==> src/rtl/mpuart_pkg.sv <==
// Shared register addresses and state encodings for the serial port.
package mpuart_pkg;
    localparam int REG_AW = 2;
    localparam logic [REG_AW-1:0] RA_CTRL = 2'd0;
    localparam logic [REG_AW-1:0] RA_DATA = 2'd1;
    localparam logic [REG_AW-1:0] RA_ADDR = 2'd2;
    localparam logic [REG_AW-1:0] RA_MASK = 2'd3;

    typedef enum logic [1:0] {RX_IDLE, RX_START, RX_BITS} rx_state_e;
    typedef enum logic [1:0] {TX_IDLE, TX_SEND, TX_STOP} tx_state_e;
endpackage

==> src/rtl/mpuart_addr_match.sv <==
// Masked address compare. The byte hits when it matches the given
// pattern (address where mask is 1) or the broadcast pattern (every
// 1 of address|mask present). Purely combinational.
module mpuart_addr_match #(
    parameter int DW = 8
) (
    input  logic [DW-1:0] byte_in,
    input  logic [DW-1:0] addr,
    input  logic [DW-1:0] mask,
    output logic          hit
);
    logic [DW-1:0] bcast;
    logic          given_hit;
    logic          bcast_hit;

    // Compare against both patterns
    always_comb begin
        bcast     = addr | mask;
        given_hit = (((byte_in ^ addr) & mask) == '0);
        bcast_hit = ((byte_in & bcast) == bcast);
        hit       = given_hit | bcast_hit;
    end
endmodule

==> src/rtl/mpuart_rx.sv <==
// Receiver. Synchronises rxd, confirms the start bit with one sample
// at mid-bit, takes every later bit as a 3-sample majority around
// mid-bit and pulses done at the stop bit centre. Assumes OSR is a
// power of two and SYNC >= 2.
module mpuart_rx
    import mpuart_pkg::*;
#(
    parameter int DW   = 8,
    parameter int OSR  = 16,
    parameter int SYNC = 2
) (
    input  logic          clk,
    input  logic          rst_n,
    input  logic          tick,
    input  logic          enable,
    input  logic          nine_bit,
    input  logic          rxd,
    output logic          done,
    output logic [DW-1:0] data,
    output logic          bit9,
    output logic          stop_ok
);
    localparam int CW  = $clog2(OSR);
    localparam int MID = OSR / 2;
    localparam int BW  = $clog2(DW + 3);
    localparam logic [CW-1:0] C_CHK  = CW'(MID - 1);
    localparam logic [CW-1:0] C_LAST = CW'(OSR - 1);
    localparam logic [CW-1:0] C_V0   = CW'(MID - 2);
    localparam logic [CW-1:0] C_V1   = CW'(MID - 1);
    localparam logic [CW-1:0] C_V2   = CW'(MID);

    rx_state_e     state;
    logic [SYNC-1:0] sync_q;
    logic          rxs;
    logic [CW-1:0] cnt;
    logic [BW-1:0] bitn;
    logic [BW-1:0] stop_idx;
    logic [1:0]    vote_q;
    logic          maj;
    logic [DW-1:0] shreg;
    logic          b9_q;

    assign rxs  = sync_q[SYNC-1];
    assign data = shreg;

    // Two-or-more flop synchroniser for the asynchronous line
    always_ff @(posedge clk) begin
        if (!rst_n) sync_q <= '1;
        else        sync_q <= {sync_q[SYNC-2:0], rxd};
    end

    // Majority of the two held samples and the current one
    always_comb begin
        maj      = (vote_q[1] & vote_q[0]) | (vote_q[1] & rxs) | (vote_q[0] & rxs);
        stop_idx = nine_bit ? BW'(DW + 1) : BW'(DW);
    end

    // Frame state machine
    always_ff @(posedge clk) begin
        if (!rst_n) begin
            state   <= RX_IDLE;
            cnt     <= '0;
            bitn    <= '0;
            vote_q  <= '0;
            shreg   <= '0;
            b9_q    <= 1'b0;
            done    <= 1'b0;
            bit9    <= 1'b0;
            stop_ok <= 1'b0;
        end else begin
            done <= 1'b0;
            if (!enable) begin
                state <= RX_IDLE;
            end else if (tick) begin
                unique case (state)
                    RX_IDLE: begin
                        if (!rxs) begin
                            state <= RX_START;
                            cnt   <= CW'(1);
                        end
                    end
                    RX_START: begin
                        cnt <= cnt + 1'b1;
                        if (cnt == C_CHK && rxs) begin
                            state <= RX_IDLE;
                        end else if (cnt == C_LAST) begin
                            state <= RX_BITS;
                            bitn  <= '0;
                        end
                    end
                    RX_BITS: begin
                        cnt <= cnt + 1'b1;
                        if (cnt == C_V0 || cnt == C_V1) vote_q <= {vote_q[0], rxs};
                        if (cnt == C_V2) begin
                            bitn <= bitn + 1'b1;
                            if (bitn < BW'(DW)) begin
                                shreg <= {maj, shreg[DW-1:1]};
                            end else if (bitn == stop_idx) begin
                                stop_ok <= maj;
                                bit9    <= nine_bit ? b9_q : maj;
                                done    <= 1'b1;
                                state   <= RX_IDLE;
                            end else begin
                                b9_q <= maj;
                            end
                        end
                    end
                    default: state <= RX_IDLE;
                endcase
            end
        end
    end

    // a disabled receiver reports no frame
    a_r8_no_done_when_off: assert property (@(posedge clk) disable iff (!rst_n)
        !enable |=> !done);
    // a completion is a single-cycle pulse
    a_r12_done_pulse: assert property (@(posedge clk) disable iff (!rst_n)
        done |=> !done);
endmodule

==> src/rtl/mpuart_tx.sv <==
// Transmitter. On start it loads start bit, data and ninth bit into a
// shift register, sends each bit for OSR ticks, pulses stop_begin as
// the stop bit begins and returns idle after it. Assumes OSR is a
// power of two.
module mpuart_tx
    import mpuart_pkg::*;
#(
    parameter int DW  = 8,
    parameter int OSR = 16
) (
    input  logic          clk,
    input  logic          rst_n,
    input  logic          tick,
    input  logic          start,
    input  logic [DW-1:0] din,
    input  logic          nine_bit,
    input  logic          tb8,
    output logic          txd,
    output logic          busy,
    output logic          stop_begin
);
    localparam int CW = $clog2(OSR);
    localparam int FW = DW + 2;
    localparam int BW = $clog2(FW + 1);
    localparam logic [CW-1:0] C_LAST = CW'(OSR - 1);

    tx_state_e     state;
    logic [FW-1:0] sh;
    logic [CW-1:0] cnt;
    logic [BW-1:0] bitn;
    logic [BW-1:0] last_idx;

    // Index of the final bit sent before the stop bit
    assign last_idx = nine_bit ? BW'(FW - 1) : BW'(FW - 2);
    assign txd      = (state == TX_SEND) ? sh[0] : 1'b1;
    assign busy     = (state != TX_IDLE);

    // Frame sequencer
    always_ff @(posedge clk) begin
        if (!rst_n) begin
            state      <= TX_IDLE;
            sh         <= '1;
            cnt        <= '0;
            bitn       <= '0;
            stop_begin <= 1'b0;
        end else begin
            stop_begin <= 1'b0;
            unique case (state)
                TX_IDLE: begin
                    if (start) begin
                        sh    <= {tb8, din, 1'b0};
                        cnt   <= '0;
                        bitn  <= '0;
                        state <= TX_SEND;
                    end
                end
                TX_SEND: begin
                    if (tick) begin
                        cnt <= cnt + 1'b1;
                        if (cnt == C_LAST) begin
                            sh   <= {1'b1, sh[FW-1:1]};
                            bitn <= bitn + 1'b1;
                            if (bitn == last_idx) begin
                                state      <= TX_STOP;
                                stop_begin <= 1'b1;
                            end
                        end
                    end
                end
                TX_STOP: begin
                    if (tick) begin
                        cnt <= cnt + 1'b1;
                        if (cnt == C_LAST) state <= TX_IDLE;
                    end
                end
                default: state <= TX_IDLE;
            endcase
        end
    end

    // every frame opens with a low start bit
    a_r9_start_low: assert property (@(posedge clk) disable iff (!rst_n)
        $rose(busy) |-> !txd);
    // the stop bit is high
    a_r9_stop_high: assert property (@(posedge clk) disable iff (!rst_n)
        stop_begin |-> txd);
endmodule

==> src/rtl/mpuart.sv <==
// Serial port top. Holds the control byte, receive buffer and address
// filter registers, qualifies receive completions with the filter and
// routes bus writes to the transmitter. Hardware flag setting wins
// over a bus write in the same cycle.
module mpuart
    import mpuart_pkg::*;
#(
    parameter int DW   = 8,
    parameter int OSR  = 16,
    parameter int SYNC = 2
) (
    input  logic              clk,
    input  logic              rst_n,
    input  logic              baud_tick,
    input  logic              err_view,
    input  logic              bus_wr,
    input  logic [REG_AW-1:0] bus_addr,
    input  logic [7:0]        bus_wdata,
    output logic [7:0]        bus_rdata,
    input  logic              rxd,
    output logic              txd,
    output logic              irq
);
    logic md_hi, md_lo, filt, rxen, tx9, rx9, txf, rxf, ferr;
    logic [DW-1:0] rx_buf, gaddr, gmask;
    logic nine_bit, active, ctrl_wr, data_wr;
    logic rx_done, rx_bit9, rx_stop_ok, hit, accept;
    logic [DW-1:0] rx_data;
    logic tx_busy, tx_stop_begin;

    // Mode decode and write strobes
    always_comb begin
        nine_bit = md_hi;
        active   = md_hi | md_lo;
        ctrl_wr  = bus_wr && (bus_addr == RA_CTRL);
        data_wr  = bus_wr && (bus_addr == RA_DATA);
    end

    mpuart_rx #(.DW(DW), .OSR(OSR), .SYNC(SYNC)) u_rx (
        .clk      (clk),
        .rst_n    (rst_n),
        .tick     (baud_tick),
        .enable   (rxen & active),
        .nine_bit (nine_bit),
        .rxd      (rxd),
        .done     (rx_done),
        .data     (rx_data),
        .bit9     (rx_bit9),
        .stop_ok  (rx_stop_ok)
    );

    mpuart_tx #(.DW(DW), .OSR(OSR)) u_tx (
        .clk        (clk),
        .rst_n      (rst_n),
        .tick       (baud_tick),
        .start      (data_wr & active & ~tx_busy),
        .din        (bus_wdata[DW-1:0]),
        .nine_bit   (nine_bit),
        .tb8        (tx9),
        .txd        (txd),
        .busy       (tx_busy),
        .stop_begin (tx_stop_begin)
    );

    mpuart_addr_match #(.DW(DW)) u_match (
        .byte_in (rx_data),
        .addr    (gaddr),
        .mask    (gmask),
        .hit     (hit)
    );

    // Filter qualification of a completed frame
    always_comb begin
        if (rxf)        accept = 1'b0;
        else if (!filt) accept = 1'b1;
        else if (nine_bit) accept = rx_bit9 & hit;
        else            accept = rx_stop_ok & hit;
    end

    // Control byte, flags and receive buffer
    always_ff @(posedge clk) begin
        if (!rst_n) begin
            {md_hi, md_lo, filt, rxen, tx9, rx9, txf, rxf, ferr} <= '0;
            rx_buf <= '0;
        end else begin
            if (ctrl_wr) begin
                if (err_view) ferr  <= bus_wdata[7];
                else          md_hi <= bus_wdata[7];
                {md_lo, filt, rxen, tx9, rx9, txf, rxf} <= bus_wdata[6:0];
            end
            if (tx_stop_begin) txf <= 1'b1;
            if (rx_done) begin
                if (!rx_stop_ok) ferr <= 1'b1;
                if (accept) begin
                    rxf    <= 1'b1;
                    rx9    <= rx_bit9;
                    rx_buf <= rx_data;
                end
            end
        end
    end

    // Address and mask registers
    always_ff @(posedge clk) begin
        if (!rst_n) begin
            gaddr <= '0;
            gmask <= '0;
        end else if (bus_wr) begin
            if (bus_addr == RA_ADDR) gaddr <= bus_wdata[DW-1:0];
            if (bus_addr == RA_MASK) gmask <= bus_wdata[DW-1:0];
        end
    end

    // Read mux
    always_comb begin
        unique case (bus_addr)
            RA_CTRL: bus_rdata = {(err_view ? ferr : md_hi), md_lo, filt, rxen, tx9, rx9, txf, rxf};
            RA_DATA: bus_rdata = 8'(rx_buf);
            RA_ADDR: bus_rdata = 8'(gaddr);
            default: bus_rdata = 8'(gmask);
        endcase
    end

    assign irq = rxf | txf;

    // the receive flag stays up until the bus clears it
    a_r7_rxf_sticky: assert property (@(posedge clk) disable iff (!rst_n)
        (rxf && !ctrl_wr) |=> rxf);
    // the error flag stays up until cleared through bit 7
    a_r3_ferr_sticky: assert property (@(posedge clk) disable iff (!rst_n)
        (ferr && !(ctrl_wr && err_view)) |=> ferr);
    // a pending flag freezes the buffer and ninth bit
    a_r13_hold_buffer: assert property (@(posedge clk) disable iff (!rst_n)
        (rxf && !ctrl_wr) |=> ($stable(rx_buf) && $stable(rx9)));
    // a filtered nine-bit acceptance always carries ninth bit 1
    a_r4_addr_frame_only: assert property (@(posedge clk) disable iff (!rst_n)
        ($rose(rxf) && !$past(ctrl_wr) && filt && md_hi) |-> rx9);
    // the transmit flag rises with the line at the stop level
    a_r7_txf_at_stop: assert property (@(posedge clk) disable iff (!rst_n)
        ($rose(txf) && !$past(ctrl_wr)) |-> txd);
endmodule

==> config.mk <==
export PLATFORM = sky130hd
export DESIGN_NAME = mpuart
export DESIGN_NICKNAME = d
export VERILOG_FILES = /design/src/rtl/mpuart_pkg.sv /design/src/rtl/mpuart_addr_match.sv /design/src/rtl/mpuart_rx.sv /design/src/rtl/mpuart_tx.sv /design/src/rtl/mpuart.sv
export SDC_FILE = /design/constraint.sdc
export NUM_CORES = 1
export LEC_CHECK = 0
export CAP_MARGIN = 20
export CORE_MARGIN = 2
export CORE_UTILIZATION = 30
export CTS_BUF_LIST = sky130_fd_sc_hd__clkbuf_2
export DETAILED_ROUTE_END_ITERATION = 8
export GPL_TIMING_DRIVEN = 0
export PLACE_DENSITY = 0.51
export SYNTH_ARGS = -nofsm -noshare
export SYNTH_HDL_FRONTEND = slang
export SYNTH_HIERARCHICAL = 1
export SYNTH_SLANG_ARGS = --single-unit
==> constraint.sdc <==
create_clock -name clk -period 4.45 [get_ports clk]
set_clock_uncertainty 0.1 [all_clocks]
set_input_delay 0.89 -clock clk [delete_from_list [all_inputs] [get_ports clk]]
set_output_delay 0.89 -clock clk [all_outputs]
set_load 0.1 [all_outputs]
# Word-level counts from Yosys, hierarchy flattened
# Index checks and enable logic that the tools add are counted.
# classes
n_addsub,4
order_cmp,1
n_eq_ne,29
mux,52
n_bitwise,26
n_reduce_logical,33
# ops
operator,n
$mux 4,8
$pmux 4 s2,4
$mux 10,3
$reduce_and 6->1,5
$mux 2,12
$pmux 8 s3,1
$mux 1,21
$pmux 10 s2,1
$add 4x1->4 const B,4
$and 8x8->8,2
$reduce_and 4->1,4
$ne 2x2->1 const B,7
$eq 4x4->1 const B,3
$ne 2x1->1 const B,6
$pmux 2 s3,2
$reduce_bool 2->1,6
$reduce_and 2->1,5
$not 1->1,9
$and 1x1->1,8
$eq 2x2->1 const B,4
$eq 4x3->1 const B,2
$eq 4x4->1,2
$eq 8x8->1,1
$logic_not 8->1,1
13 further kinds,24
# word_totals
reg_bits,80
input_bits,16
output_inout_bits,10
word_cells,172

# Logic depth before layout (Yosys ltp)
# Gate-level depths: netlist (run 1).
# depth
ltp_word,10
depth_mapped,9

# Hierarchy
# Netlist (run 1), hierarchy kept.
# by_module_without_submodules
mod,n_inst,cells_each,area_each_um2
mpuart,1,142,1591.5
mpuart_rx,1,135,1267.5
mpuart_tx,1,112,1072.3
mpuart_addr_match,1,26,190.2

# Worst setup path before layout (run 1)
# Ideal clock, no wire load.
# synth_path
kind,input -> output
from,in err_view
to,out bus_rdata[7]
arrival_ns,1.917
path_slack_ns,1.543
cell_stages,2
path_cell_list,mux2_2 > mux4_2
# synth_via
elab_chain_cells,2
# synth_rtl
item,line_no,text
"start, declared",mpuart.sv:15,"input logic err_view,"
$mux 1,mpuart.sv:117,"RA_CTRL: bus_rdata = {(err_view ? ferr : md_hi), md_lo, filt, rxen, tx9, rx9, txf, rxf};"
$pmux 8 s3,mpuart.sv:116,unique case (bus_addr)
"end, declared",mpuart.sv:19,"output logic [7:0] bus_rdata,"
# No other way between the ends.

# Worst setup path in the final report (run 1)
# layout_path
from,in bus_addr[0]
to,out bus_rdata[4]
# layout_via
elab_chain_cells,2
# layout_rtl
item,line_no,text
"start, declared",mpuart.sv:17,"input logic [REG_AW-1:0] bus_addr,"
"$eq 2x2->1, or another cell as far along",mpuart.sv:116,
$pmux 8 s3 (*),mpuart.sv:116,
# Mark *: on every way between the ends. The rest lies on a longest branch, timed or not.

==> results of run 1 <==
-- routing by layer --
| metal | share of wire (%) | vias to the layer above |
|---|---|---|
| met5 | 0 | - |
| met4 | 1.2 | 0 |
| met3 | 4.0 | 11 |
| met2 | 48 | 46 |
| met1 | 47 | 1534 |
| li1 | - | 1569 |
-- flip-flops by register name, indices dropped and copies added (netlist names), 2 cells and up --
register	count
gaddr	8
gmask	8
rx_buf	8
u_rx/bitn	4
u_rx/cnt	4
u_rx/data	8
u_rx/state	2
u_rx/sync_q	2
u_rx/vote_q	2
u_tx/bitn	4
u_tx/cnt	4
u_tx/sh	10
u_tx/state	2
-- cells in the final DEF (no fill, tap or decap), types with 3 or more instances in the layout --
cell type	Yosys	routed
or2_2	3	3
nor2b_1	23	23
nor2_1	33	33
mux2_2	6	6
nand4b_1	3	3
inv_1	11	11
xor2_1	10	10
nand2b_1	11	11
xnor2_1	3	3
o21a_1	6	6
clkinv_1	1	3
a31oi_1	8	8
clkbuf_2	0	10
dfxtp_1	80	80
a21oi_1	10	10
and3_1	4	4
mux2i_1	52	52
o21ai_0	6	6
nand4_1	5	5
clkdlybuf4s50_1	0	25
clkbuf_1	9	9
buf_2	3	3
ha_1	13	13
mux4_2	8	8
nand3b_1	4	4
nand2_1	27	27
nor3_1	11	11
a21boi_0	4	4
nand3_1	9	9
a22oi_1	3	3
o22ai_1	3	3
-- cell usage after synthesis (4+ instances only) --
cell	n	area share, %
ha_1	13	3.9
dfxtp_1	80	39
a31oi_1	8	1.2
nand3_1	9	1.1
nand2_1	27	2.5
a21oi_1	10	1.2
nor2_1	33	3.0
nor3_1	11	1.3
o21a_1	6	1.1
nand4_1	5	0.76
nand2b_1	11	1.7
nand3b_1	4	0.73
and3_1	4	0.61
mux4_2	8	4.4
xor2_1	10	2.1
nor2b_1	23	3.5
a21boi_0	4	0.73
clkbuf_1	9	0.82
inv_1	11	1.0
mux2i_1	52	13
mux2_2	6	1.6
o21ai_0	6	0.73
-- stage by stage --
step | hold WS (ns) | total power, W | instance area (um2)
2_1_floorplan | 0.286 | 0.000831 | 4120
3_3_place_gp | 0.288 | 0.000879 | 4590
3_5_place_dp | 0.296 | 0.000879 | 4590
4_1_cts | 0.346 | 0.00122 | 4680
5_1_grt | 0.371 | 0.00126 | 4680
6_report | 0.337 | 0.00120 | 4680
-- cells by family after synthesis --
logic type | count (synthesis) | synth area share, %
muxes | 68 | 19.3
DFF | 80 | 38.9
adders and majority gates | 14 | 4.19
buffers and inverters | 30 | 3.61
AOI/OAI and AO/OA | 65 | 11.8
xor gates and xnor gates | 13 | 2.76
and+or+nand+nor | 145 | 19.5
-- area by class of cell --
class                   instances  area (um2)  area share, %
well taps                     176         220           4.71
inverters                      12        45.0          0.963
clock inverters                 6        36.3          0.776
flip-flops and latches         80        1600           34.2
repair buffers                 25         250           5.35
clock buffers                  10        50.0           1.07
multi-input cells             305        2370           50.7
plain buffers                  18         104           2.22
-- worst max-delay path: cells and delay by family --
kind | cells | cell delay (ns)
buf+inv | 3 | 1.88
mux | 1 | 0.59
-- report_power, final --
| group | internal [W] | leakage, nW | total [W] | switching (W) |
|---|---|---|---|---|
| clock | 0.0000715 | 0.0530 | 0.000335 | 0.000264 |
| sequential | 0.000727 | 0.647 | 0.000737 | 0.00000983 |
| combinational | 0.0000512 | 1.01 | 0.000127 | 0.0000762 |
| total | 0.000850 | 1.71 | 0.00120 | 0.000350 |
-- path summary, 6_finish.rpt --
| path | end | slack [ns] | depth (start not counted) |
|---|---|---|---|
| max | bus_rdata[4] | 0.09 | 4 |
| min | u_rx/sync_q[1] | 0.34 | 1 |
| max reg2reg | u_tx/sh[7] | 2.01 | 8 |
| min reg2reg | u_rx/sync_q[1] | 0.34 | 1 |
==> results.py, run 1 <==
metrics = {
    "job": {
        "cap_viol_max_count": 0,
    },
    "die": {
        "core_region_area_um2": 13300,
        "die-height_um": 121,
        "floorplan.rows": 42,
        "floorplan.io_pins": 26,
        "dieArea_um2": 14700,
        "die_w_um": 121,
        "initial_utilization_pct": 30.9,
    },
    "logic_synthesis": {
        "synth_ff_type": "dfxtp_1",
        "ys_seq_elements": 80,
        "synth_cells": 415,
        "ys_async_sr_fraction_pct": 0,
        "synth_enable_flop_cells": 0,
        "ys_types": 66,
        "synth_seq_area_share_pct": 38.9,
        "yosys_warnings": 6,
        "syn-mean-instance-area_um2": 9.93,
        "postSynthNetCount": 444,
        "mappedNetlistArea_um2": 4120,
    },
    "sta": {
        "final_hold_viol_count": 0,
        "final-max-slew-violation-count": 0,
        "fmax_ghz": 0.229,
        "timing.final.ws_setup_ns": 0.0906,
        "max-slew-margin-rel_pct": 34.6,
        "final-setup-viol-count": 0,
        "grt_setup_unrepaired": "no",
        "worst_slew_pin_slew_ns": 0.978,
        "post-route-period-util_pct": 98.0,
        "setup-tns-final_ns": 0,
        "min_period_ns": 4.36,
    },
    "setup_path": {
        "timing.critical_path.arrival_ns": 3.37,
        "timing.critical_path.required_ns": 3.46,
        "regToRegStartpoint": "u_tx/state[0]",
        "worst_path_most_repeated_cell": "clkdlybuf4s50_1",
        "timing.critical_path.fanout_max": 10,
        "startpoint": "bus_addr[0]",
        "cp_slowest_stage_delay_ns": 0.99,
        "critical_path.startpoint_type": "input pin",
        "worstPathCellList": "clkdlybuf4s50_1 -> buf_2 -> mux4_2 -> clkdlybuf4s50_1",
        "worstSetupEndpointType": "output port",
        "setup.worst_path.class": "in2out",
        "cp_max_stage_cell": "clkdlybuf4s50_1",
    },
    "route": {
        "detail_route.wirelength_um": 9960,
        "postRouteAntennaNets": 0,
        "drt_iter0_drc": 203,
        "detail_route.first_pass.iterations": 4,
        "avgViaCountPerCell": 5.00,
        "detail_route.drc_violations": 0,
        "route.vias.total": 3160,
        "wire_per_inst_um": 15.8,
    },
    "placement": {
        "dpl_worst_slack_ns": 0.111,
        "dp.cells": 616,
        "dp.final_hpwl_um": 7250,
        "place.gp.congestion": 0.789,
        "port_buffers": 25,
    },
    "clock_tree": {
        "cts.hold.buffers_added": 0,
        "numClockSinks": 80,
        "cts_buffers": 9,
        "cts_tree": "built",
        "post-cts-setup-buffers": 0,
        "cts_buffer_depth": 2,
        "clock_tree.htree_level_count": 3,
        "post_cts_resized": 0,
        "clk_pin_slew_worst_paths_ns": 0.22,
        "cts-root-buf": "clkbuf_2",
        "worstSkewPairLatency_ns": 0.56,
    },
    "hold_path": {
        "hold_start": "u_rx/sync_q[0]",
        "min-delay-path-class": "reg2reg",
    },
    "global_routing": {
        "gr_layer_usage_met2_pct": 24.1,
        "antenna_violations_before_repair": 0,
        "grt_pass1_wl_um": 16600,
        "grt_max_degree": 14,
        "grt_use_met1_pct": 18.8,
        "grt_usage_pct": 14.7,
        "grt_pass1_vias": 3193,
        "globalRouteOverflowTotal": 0,
        "grt.busiest_layer": "met2",
        "grt_use_met3_pct": 3.43,
    },
    "power_and_ir_drop": {
        "power.density_cell_area_nw_per_um2": 256,
        "p_leak_nw": 1.71,
        "worst_ir_drop_vdd_mv": 0.0803,
    },
    "layout": {
        "layout-drive-gt1-share_pct": 12.5,
        "antenna_cells": 0,
        "post_layout_nonfiller_instances": 632,
        "final_core_area_utilization_pct": 35.0,
        "nets": 480,
        "fillers": 1385,
        "syn_to_final_growth_pct": 13.5,
    },
    "outcome": {
        "status": "finished clean",
    },
}
(Power assumes the default switching activity.)
==> run 2, diff against run 1 <==
--- a/config.mk
+++ b/config.mk
@@ -6,13 +6,16 @@
 export NUM_CORES = 1
 export LEC_CHECK = 0
 export CAP_MARGIN = 20
+export CELL_PAD_IN_SITES_DETAIL_PLACEMENT = 0
+export CELL_PAD_IN_SITES_GLOBAL_PLACEMENT = 2
 export CORE_MARGIN = 2
 export CORE_UTILIZATION = 30
 export CTS_BUF_LIST = sky130_fd_sc_hd__clkbuf_2
 export DETAILED_ROUTE_END_ITERATION = 8
 export GPL_TIMING_DRIVEN = 0
-export PLACE_DENSITY = 0.51
+export PLACE_DENSITY = 0.7
 export SYNTH_ARGS = -nofsm -noshare
 export SYNTH_HDL_FRONTEND = slang
 export SYNTH_HIERARCHICAL = 1
 export SYNTH_SLANG_ARGS = --single-unit
+export TNS_END_PERCENT = 20
==> run 2 against run 1 <==
Sequential share of layout area fell by 0.40 points. Via count fell by 0.44%. Wire length rose by 5.0%. First-iteration DRC count rose by 9.9%. Clock power rose by 36%. Die area did not move. Cell count did not move. Hold slack improved by 0.0028 ns. Fmax rose by 0.85%. Non-clock buffer count did not move.
==> results.py, run 2 (synthesis results as in run 1) <==
metrics = {
    "outcome": {
        "status": "finished clean",
    },
    "clock_tree": {
        "cts_buffers": 9,
        "cts-root-buf": "clkbuf_2",
        "post-cts-setup-buffers": 0,
        "numClockSinks": 80,
        "cts_tree": "built",
        "cts_buffer_depth": 2,
        "clock_tree.htree_level_count": 3,
        "post_cts_resized": 0,
        "cts.hold.buffers_added": 0,
        "worstSkewPairLatency_ns": 0.57,
        "clk_pin_slew_worst_paths_ns": 0.23,
    },
    "die": {
        "die_w_um": 121,
        "initial_utilization_pct": 30.9,
        "floorplan.rows": 42,
        "floorplan.io_pins": 26,
        "dieArea_um2": 14700,
        "die-height_um": 121,
        "core_region_area_um2": 13300,
    },
    "sta": {
        "final_hold_viol_count": 0,
        "final-setup-viol-count": 0,
        "final-max-slew-violation-count": 0,
        "max-slew-margin-rel_pct": 34.4,
        "timing.final.ws_setup_ns": 0.127,
        "hold-worst-slack_ns": 0.340,
        "fmax_ghz": 0.231,
        "setup-tns-final_ns": 0,
        "grt_setup_unrepaired": "no",
        "worst_slew_pin_slew_ns": 0.980,
        "post-route-period-util_pct": 97.1,
        "min_period_ns": 4.32,
    },
    "route": {
        "detail_route.drc_violations": 0,
        "route.vias.total": 3146,
        "postRouteAntennaNets": 0,
        "detail_route.first_pass.iterations": 5,
        "avgViaCountPerCell": 4.98,
        "wire_per_inst_um": 16.6,
        "drt_iter0_drc": 223,
        "detail_route.wirelength_um": 10500,
    },
    "setup_path": {
        "cp_max_stage_cell": "clkdlybuf4s50_1",
        "timing.critical_path.required_ns": 3.46,
        "setup.worst_path.class": "in2out",
        "worst_path_most_repeated_cell": "clkdlybuf4s50_1",
        "timing.critical_path.fanout_max": 10,
        "worstPathCellList": "clkdlybuf4s50_1 -> buf_2 -> mux4_2 -> clkdlybuf4s50_1",
        "worstSetupEndpointType": "output port",
        "timing.critical_path.arrival_ns": 3.33,
        "cp_slowest_stage_delay_ns": 0.99,
        "crit-reg2reg-capture": "u_tx/sh[8]",
        "regToRegStartpoint": "u_tx/state[0]",
        "critical_path.startpoint_type": "input pin",
        "setup.reg_to_reg.worst_slack_ns": 2.09,
        "reg2regPathDepth": 8,
        "startpoint": "bus_addr[0]",
    },
    "power_and_ir_drop": {
        "p_leak_nw": 1.73,
        "power.density_cell_area_nw_per_um2": 279,
        "worst_ir_drop_vdd_mv": 0.194,
        "totalPowerFinal_w": 0.00132,
    },
    "layout": {
        "max_flop_register": "u_tx/sh",
        "antenna_cells": 0,
        "final_core_area_utilization_pct": 35.5,
        "syn_to_final_growth_pct": 14.8,
        "layout.cells.most_common": "dfxtp_1",
        "nets": 480,
        "layout.cells.most_common_list": "80 x dfxtp_1, 52 x mux2i_1, 33 x nor2_1",
        "flip_flop_count_of_the_largest_register_all_copies_and_words_added": 10,
        "fillers": 1399,
        "layout-drive-gt1-share_pct": 12.9,
    },
    "global_routing": {
        "grt_usage_pct": 15.1,
        "antenna_violations_before_repair": 0,
        "globalRouteOverflowTotal": 0,
        "grt_pass1_wl_um": 16900,
        "grt_max_degree": 15,
        "grt_pass1_vias": 3136,
    },
    "hold_path": {
        "hold_path_end": "u_rx/sync_q[1]",
        "min-delay-path-class": "reg2reg",
        "worstHoldPathCells": 1,
        "hold_start": "u_rx/sync_q[0]",
    },
    "placement": {
        "place.gp.congestion": 0.784,
        "port_buffers": 25,
        "dp.final_hpwl_um": 7690,
        "dpl_worst_slack_ns": 0.109,
    },
    "job": {
        "cap_viol_max_count": 0,
    },
}
==> run 2: cell types whose count changed in the layout (fill, tap and decap cells not counted) <==
cell        delta
clkinvlp_4     +1
clkinv_1       -2
bufinv_16      +2
clkbuf_2       -1
==> run 2: worst max-delay path, delay by kind of cell <==
kind	cells	cell delay [ns]
buf+inv	3	1.86
mux	1	0.58
==> run 2: routing by layer <==
layer	global-route usage [%]	routed length (um)
met2	24.5	4800
met4	3.38	103
met5	0	0
met3	4.56	442
met1	19.9	5110
==> run 2: layout make-up <==
class / instances / area [um2] / area share (%)
Inverter: 12 / 45.0 / 0.952
Clock buffer: 9 / 45.0 / 0.952
Multi-Input combinational cell: 305 / 2370 / 50.1
Timing Repair Buffer: 25 / 250 / 5.29
Sequential cell: 80 / 1600 / 33.8
Buffer: 18 / 104 / 2.19
Tap cell: 176 / 220 / 4.65
Clock inverter: 7 / 96.3 / 2.04
==> run 2: through the flow <==
step	cell area [um2]	std cells
after CTS	4730	632
after global placement	4590	616
after global routing	4730	632
after detailed placement	4590	616
after floorplan	4120	415
final	4730	632
==> run 2: worst max path at each step <==
stage	slack [ns]	to	depth (start not counted)
2_1_floorplan	1.54	bus_rdata[7]	2
3_3_place_gp	0.09	bus_rdata[7]	4
3_5_place_dp	0.11	bus_rdata[7]	4
4_1_cts	0.1	bus_rdata[7]	4
5_1_grt	0.06	bus_rdata[3]	4
6_report	0.13	bus_rdata[4]	4
==> run 2: power by group <==
part	switching (W)	total, W	internal, W
clock network	0.000270	0.000455	0.000184
logic	0.0000764	0.000128	0.0000512
registers	0.0000113	0.000739	0.000727
total	0.000358	0.00132	0.000963
